$ cat config.mk
export PLATFORM = sky130hd
export DESIGN_NAME = mapcmd_builder
export DESIGN_NICKNAME = d
export VERILOG_FILES = /design/src/rtl/mapcmd_pkg.sv /design/src/rtl/mapcmd_datapath.sv /design/src/rtl/mapcmd_control.sv /design/src/rtl/mapcmd_builder.sv
export SDC_FILE = /design/constraint.sdc
export NUM_CORES = 1
export LEC_CHECK = 0
export BUFFER_PORTS_ARGS = -buffer_cell sky130_fd_sc_hd__buf_4
export CORE_MARGIN = 3
export CORE_UTILIZATION = 28
export CTS_CLUSTER_DIAMETER = 40
export CTS_CLUSTER_SIZE = 12
export DETAILED_ROUTE_END_ITERATION = 10
export PLACE_DENSITY_LB_ADDON = 0.08
export SYNTH_ARGS = -nofsm -noshare
export SYNTH_HDL_FRONTEND = slang
export SYNTH_HIERARCHICAL = 1
export SYNTH_SLANG_ARGS = --single-unit
$ cat constraint.sdc
create_clock -name clk -period 0.8 [get_ports clk]
set_input_delay 0 -clock clk [delete_from_list [all_inputs] [get_ports clk]]
set_output_delay 0 -clock clk [all_outputs]
set_load 0.01 [all_outputs]
$ cat src/rtl/mapcmd_pkg.sv
package mapcmd_pkg;
  typedef enum logic {
    KIND_DEV  = 1'b0,
    KIND_COLL = 1'b1
  } cmdKind_e;

  // Decoded range checks from datapath to control
  typedef struct packed {
    logic mapValid;
    logic devIdHigh;
    logic sizeHigh;
    logic collIdHigh;
    logic targetHigh;
  } fieldFlags_t;

  // Control strobes into the datapath
  typedef struct packed {
    logic load;
    logic zeroEntry;
  } ctrlStrobe_t;
endpackage

$ cat src/rtl/mapcmd_datapath.sv
module mapcmd_datapath
  import mapcmd_pkg::*;
#(
  parameter int DW_W       = 64,
  parameter int ID_W       = 32,
  parameter int DEVID_LSB  = 32,
  parameter int CID_W      = 16,
  parameter int SIZE_W     = 5,
  parameter int ADDR_LSB   = 8,
  parameter int ADDR_W     = 44,
  parameter int TGT_LSB    = 16,
  parameter int PHYS_TGT_W = 32,
  parameter int PROC_W     = 16,
  parameter int VALID_BIT  = 63
) (
  input  logic              clk,
  input  logic              rstN,
  input  cmdKind_e          cmdKind,
  input  logic [DW_W-1:0]   cmdDw0,
  input  logic [DW_W-1:0]   cmdDw1,
  input  logic [DW_W-1:0]   cmdDw2,
  input  logic              physTargetMode,
  input  logic [ID_W-1:0]   maxDevId,
  input  logic [CID_W-1:0]  maxCollId,
  input  logic [PROC_W-1:0] numProcs,
  input  logic [SIZE_W-1:0] idBitsLimit,
  input  ctrlStrobe_t       strobe,
  output fieldFlags_t       flags,
  output logic              wrTable,
  output logic [ID_W-1:0]   wrId,
  output logic [DW_W-1:0]   wrEntry
);
  localparam int DEV_ADDR_POS = 1 + SIZE_W;
  localparam int COLL_TGT_POS = 1;

  logic [ID_W-1:0]       devId;
  logic [SIZE_W-1:0]     sizeField;
  logic [ADDR_W-1:0]     ittAddr;
  logic [CID_W-1:0]      collId;
  logic [PROC_W-1:0]     procTarget;
  logic [PHYS_TGT_W-1:0] physTarget;
  logic [PHYS_TGT_W-1:0] targetField;
  logic [DW_W-1:0]       devEntry;
  logic [DW_W-1:0]       collEntry;
  logic [DW_W-1:0]       builtEntry;
  logic [ID_W-1:0]       builtId;
  logic                  unusedDw;

  assign unusedDw = ^{cmdDw0, cmdDw1, cmdDw2};

  // Field extraction
  assign devId      = cmdDw0[DEVID_LSB +: ID_W];
  assign sizeField  = cmdDw1[SIZE_W-1:0];
  assign ittAddr    = cmdDw2[ADDR_LSB +: ADDR_W];
  assign collId     = cmdDw2[CID_W-1:0];
  assign procTarget = cmdDw2[TGT_LSB +: PROC_W];
  assign physTarget = cmdDw2[TGT_LSB +: PHYS_TGT_W];

  always_comb begin
    if (physTargetMode) targetField = physTarget;
    else                targetField = PHYS_TGT_W'(procTarget);
  end

  // Limit comparisons; processor check only in processor-number mode
  always_comb begin
    flags.mapValid   = cmdDw2[VALID_BIT];
    flags.devIdHigh  = devId > maxDevId;
    flags.sizeHigh   = sizeField > idBitsLimit;
    flags.collIdHigh = collId > maxCollId;
    flags.targetHigh = !physTargetMode && (procTarget > numProcs);
  end

  // Two entry encodings
  always_comb begin
    devEntry = '0;
    devEntry[0] = 1'b1;
    devEntry[DEV_ADDR_POS-1:1] = sizeField;
    devEntry[DEV_ADDR_POS +: ADDR_W] = ittAddr;
  end

  always_comb begin
    collEntry = '0;
    collEntry[0] = 1'b1;
    collEntry[COLL_TGT_POS +: PHYS_TGT_W] = targetField;
  end

  always_comb begin
    if (strobe.zeroEntry)        builtEntry = '0;
    else if (cmdKind == KIND_DEV) builtEntry = devEntry;
    else                          builtEntry = collEntry;
    builtId = (cmdKind == KIND_DEV) ? devId : ID_W'(collId);
  end

  always_ff @(posedge clk or negedge rstN) begin
    if (!rstN) begin
      wrTable <= 1'b0;
      wrId    <= '0;
      wrEntry <= '0;
    end else if (strobe.load) begin
      wrTable <= (cmdKind == KIND_COLL);
      wrId    <= builtId;
      wrEntry <= builtEntry;
    end
  end
endmodule

$ cat src/rtl/mapcmd_control.sv
module mapcmd_control
  import mapcmd_pkg::*;
(
  input  logic        clk,
  input  logic        rstN,
  input  logic        cmdValid,
  input  cmdKind_e    cmdKind,
  input  fieldFlags_t flags,
  input  logic        devTableEn,
  input  logic        collTableEn,
  output ctrlStrobe_t strobe,
  output logic        wrReq,
  output logic        errFlag
);
  logic tableOn;
  logic fieldBad;
  logic reject;

  always_comb begin
    if (cmdKind == KIND_DEV) begin
      tableOn  = devTableEn;
      fieldBad = flags.devIdHigh || flags.sizeHigh;
    end else begin
      tableOn  = collTableEn;
      fieldBad = flags.collIdHigh || flags.targetHigh;
    end
    reject           = flags.mapValid && fieldBad;
    strobe.load      = cmdValid && tableOn && !reject;
    strobe.zeroEntry = !flags.mapValid;
  end

  always_ff @(posedge clk or negedge rstN) begin
    if (!rstN) begin
      wrReq   <= 1'b0;
      errFlag <= 1'b0;
    end else begin
      wrReq   <= strobe.load;
      errFlag <= cmdValid && reject;
    end
  end
endmodule

$ cat src/rtl/mapcmd_builder.sv
module mapcmd_builder
  import mapcmd_pkg::*;
#(
  parameter int DW_W       = 64,
  parameter int ID_W       = 32,
  parameter int DEVID_LSB  = 32,
  parameter int CID_W      = 16,
  parameter int SIZE_W     = 5,
  parameter int ADDR_LSB   = 8,
  parameter int ADDR_W     = 44,
  parameter int TGT_LSB    = 16,
  parameter int PHYS_TGT_W = 32,
  parameter int PROC_W     = 16,
  parameter int VALID_BIT  = 63
) (
  input  logic              clk,
  input  logic              rstN,
  input  logic              cmdValid,
  input  logic              cmdKind,
  input  logic [DW_W-1:0]   cmdDw0,
  input  logic [DW_W-1:0]   cmdDw1,
  input  logic [DW_W-1:0]   cmdDw2,
  input  logic              physTargetMode,
  input  logic              devTableEn,
  input  logic              collTableEn,
  input  logic [ID_W-1:0]   maxDevId,
  input  logic [CID_W-1:0]  maxCollId,
  input  logic [PROC_W-1:0] numProcs,
  input  logic [SIZE_W-1:0] idBitsLimit,
  output logic              wrReq,
  output logic              wrTable,
  output logic [ID_W-1:0]   wrId,
  output logic [DW_W-1:0]   wrEntry,
  output logic              errFlag
);
  cmdKind_e    kindSel;
  fieldFlags_t flags;
  ctrlStrobe_t strobe;

  assign kindSel = cmdKind_e'(cmdKind);

  mapcmd_datapath #(
    .DW_W(DW_W), .ID_W(ID_W), .DEVID_LSB(DEVID_LSB), .CID_W(CID_W),
    .SIZE_W(SIZE_W), .ADDR_LSB(ADDR_LSB), .ADDR_W(ADDR_W),
    .TGT_LSB(TGT_LSB), .PHYS_TGT_W(PHYS_TGT_W), .PROC_W(PROC_W),
    .VALID_BIT(VALID_BIT)
  ) uData (
    .clk(clk), .rstN(rstN), .cmdKind(kindSel),
    .cmdDw0(cmdDw0), .cmdDw1(cmdDw1), .cmdDw2(cmdDw2),
    .physTargetMode(physTargetMode), .maxDevId(maxDevId),
    .maxCollId(maxCollId), .numProcs(numProcs), .idBitsLimit(idBitsLimit),
    .strobe(strobe), .flags(flags),
    .wrTable(wrTable), .wrId(wrId), .wrEntry(wrEntry)
  );

  mapcmd_control uCtrl (
    .clk(clk), .rstN(rstN), .cmdValid(cmdValid), .cmdKind(kindSel),
    .flags(flags), .devTableEn(devTableEn), .collTableEn(collTableEn),
    .strobe(strobe), .wrReq(wrReq), .errFlag(errFlag)
  );
endmodule

==> impl_results.md <==
* CTS Buffer Depth at 2
* Period utilisation layout at 284%
* Clock skew at 0 ns
* M3 GR Usage at 5.64%
* Avg Cell Area, Syn at between 8 and 9 sq um
* R2r worst-path depth at 3
* Core area at 0.0191 sq mm
* Failing checks: setup timing
* Register area share after synthesis at between 30% and 40%
* Hold Violations, Final at 0
* Most common library cells after synthesis: inv_1, dfrtp_1, ha_1
* Endpoint class of the critical path: flop
* # setup viols final at 170
* Hpwl dp at roughly 16 mm
* EDFF count, synth at 0
* Post-layout minimum cycle time at between 2 and 2.5 ns
* Worst R2R End: uData/wrId[9]
* First-pass GRT wire length at roughly 33 mm
* CTS tree: built
* Multi-input gate area at about 0.0035 sq mm
* Ant. Diodes at 0
* Top Ports at ~370
* Utilization after layout at between 50 and 60%
* Routability cong. at ~0.85
* Count of cell types in the netlist at 44
* Status: finished with violations
* #FFs+latches synth at 85
* Cell with the most instances after synthesis: inv_1
* Fin Hold WS at ~0.0088 ns
* Clk_lat worst skew at about 0.35 ns
* Worst-path fanout max at 7
* Vias in the first global route at 6267
* Final wirelength at about 23 mm
* Initial Utilization at roughly 29%
* Cts bufs inserted at 9
* RSZ-0062 raised after global routing: true
* Area Growth Syn to Fin at 97.9%
* Area of placed instances at approximately 0.0086 sq mm
* WP data arrival at roughly 2.5 ns
* Die area at between 0.02 and 0.025 sq mm
* Pre-CTS WS at -1.96 ns
* Root Buffer: clkbuf_16
* Area leader, netlist: dfrtp_1
* Post-route cell area at between 0.01 and 0.015 sq mm
* Antenna violations before repair at 0
* Number of cells in the design after placement at about 1200
* Finished Layout Cells at about 1300
* Max-cap violations at 0
* Yosys warns at 6
* Max-slew violation count at 0
* Tot GR Track Use at between 10% and 20%
* Routed via count at 6022
* Worst Setup Path Type: input pin to flop
* Final setup margin at -1.48 ns
* WL/cell at around 18 um
* Power Density at 1520 mW/mm^2
* Primary FF master, synth: dfrtp_1
* Pleak at between 0.005 and 0.006 uW
* Required time of the critical path at slightly above 1 ns
* DR vias/cell at about 4.6
* Most crowded layer after global routing: met2
* DRC errors left at 0
* Cell area after synthesis at 0.00558 sq mm
* Overflow after GRT at 0
* Number of H-tree levels at 3
* Max Clock Freq at ~440 MHz
* FF/Latch Area at between 0.002 and 0.0025 sq mm
* CP Capture Point: uData/wrEntry[20]
* Critical path launch point type: input pin
* Top post-synthesis cells by area: dfrtp_1, ha_1, inv_1
* Port bufs at 250
* Reg-to-reg slack, setup at -0.02 ns
* Clock Sinks at between 80 and 90
* Post-route ant nets at 0
* Share of the synthesized area in the top cell type at a little under two fifths
* Largest net degree at the start of global routing at 45
* Synth async-reset ratio at between 90% and 100%
* RR Startpoint: uData/wrId[9]
* # fillers at about 1700
* VDD IR max at 1.05 mV
* Clock slew at reported path FFs at 0.07 ns
* Synth Instances at approximately 630
* Crit. Startpoint: maxDevId[29]
* Routing usage on met2 at between 30% and 40%
* Layout cell share with drive strength beyond 1 at 49.4%
* First-pass detailed-route iteration total at 6
* Die Y at roughly 150 um
* Worst Hold Class: input pin to flop
* 1st-iter DRT viols at between 150 and 200
* Die Width at roughly 150 um
* M1 GR Usage at 25.2%
* Rows at 50
* Fin nets at 1384
[cell type report]
cell class	instances	share of cell area [%]
flip-flops and latches	85	19.3
clock buffers	11	2.11
repair buffers	438	38.3
inverters	139	5.16
well taps	260	2.95
clock inverters	4	0.238
multi-input cells	374	32.0
[metrics by stage]
stage	power, uW	TNS (ns)
final	16800	-122.31
after detailed placement	10800	-158.47
after CTS	15800	-113.78
after global routing	17700	-132.22
after global placement	10700	-151.49
after floorplan	7770	-110.70
[metal layers]
layer  vias to the layer above  part of all wire (%)  wire [um]
li1                       2923                     -          -
met1                      2844                    42       9670
met2                       231                    49      11200
met3                        24                   7.7       1770
met4                         0                   1.6        376
met5                         -                     0          0
[worst min path at each step]
| stage | startpoint | endpoint | cells past startpoint |
|---|---|---|---|
| 6_report | cmdDw1[1] | uData/wrEntry[2] | 4 |
| 5_1_grt | cmdDw1[1] | uData/wrEntry[2] | 4 |
| 4_1_cts | cmdDw0[55] | uData/wrId[23] | 4 |
| 3_5_place_dp | rstN | uData/wrEntry[48] | 1 |
| 3_3_place_gp | rstN | uData/wrEntry[46] | 1 |
| 2_1_floorplan | rstN | uCtrl/errFlag | 0 |
[sequential cells by signal (all words and copies together) (netlist names)]
signal         flops
uData/wrTable      1
uCtrl/errFlag      1
uData/wrId        32
uData/wrEntry     50
uCtrl/wrReq        1
[critical path: stages]
cell,delay (ns)
buf_4,0.09
inv_1,0.03
ha_1,0.28
nand4_1,0.14
nor3_2,0.24
and4_4,0.27
o31ai_4,0.08
a31oi_4,0.21
nor3_4,0.08
o311a_4,0.41
nand2b_4,0.10
buf_6,0.11
nor2_4,0.05
buf_12,0.14
a22oi_2,0.15
o21ai_1,0.10
[placed cells by master, fill, tap and decap left out, types with 19 or more instances in the layout]
master and instances:
a21oi_1 27, buf_4 241, buf_6 116, dfrtp_1 84, dlygate4sd3_1 55, ha_1 44
ha_4 25, inv_1 123, mux2i_1 32, nand2_1 19, o21ai_1 46
[timing repair]
item / CTS / global route
hold buffers: 55 / 0
pin swaps: 36 / 24
buffers inserted: 18 / 36
endpoints found under the hold margin: 147 / 0
endpoints found under the setup margin: 170 / 170
resized for setup: 140 / 123
gates cloned: 6 / 10
[power by group]
part,switching [uW],internal (uW),total (uW)
Sequential,635,5070,5710
Clock,1850,2090,3940
Combinational,2940,4180,7120
Total,5420,11300,16800
[cell families after synthesis]
family / Yosys count / synth area share [%]
flops: 85 / 38.1
fa+ha+maj: 69 / 15.5
compound gates: 152 / 16.1
other cells: 1 / 0.0672
mux: 34 / 6.15
buf+inv: 179 / 13.4
simple gates: 105 / 10.7
(Power assumes the default switching activity.)
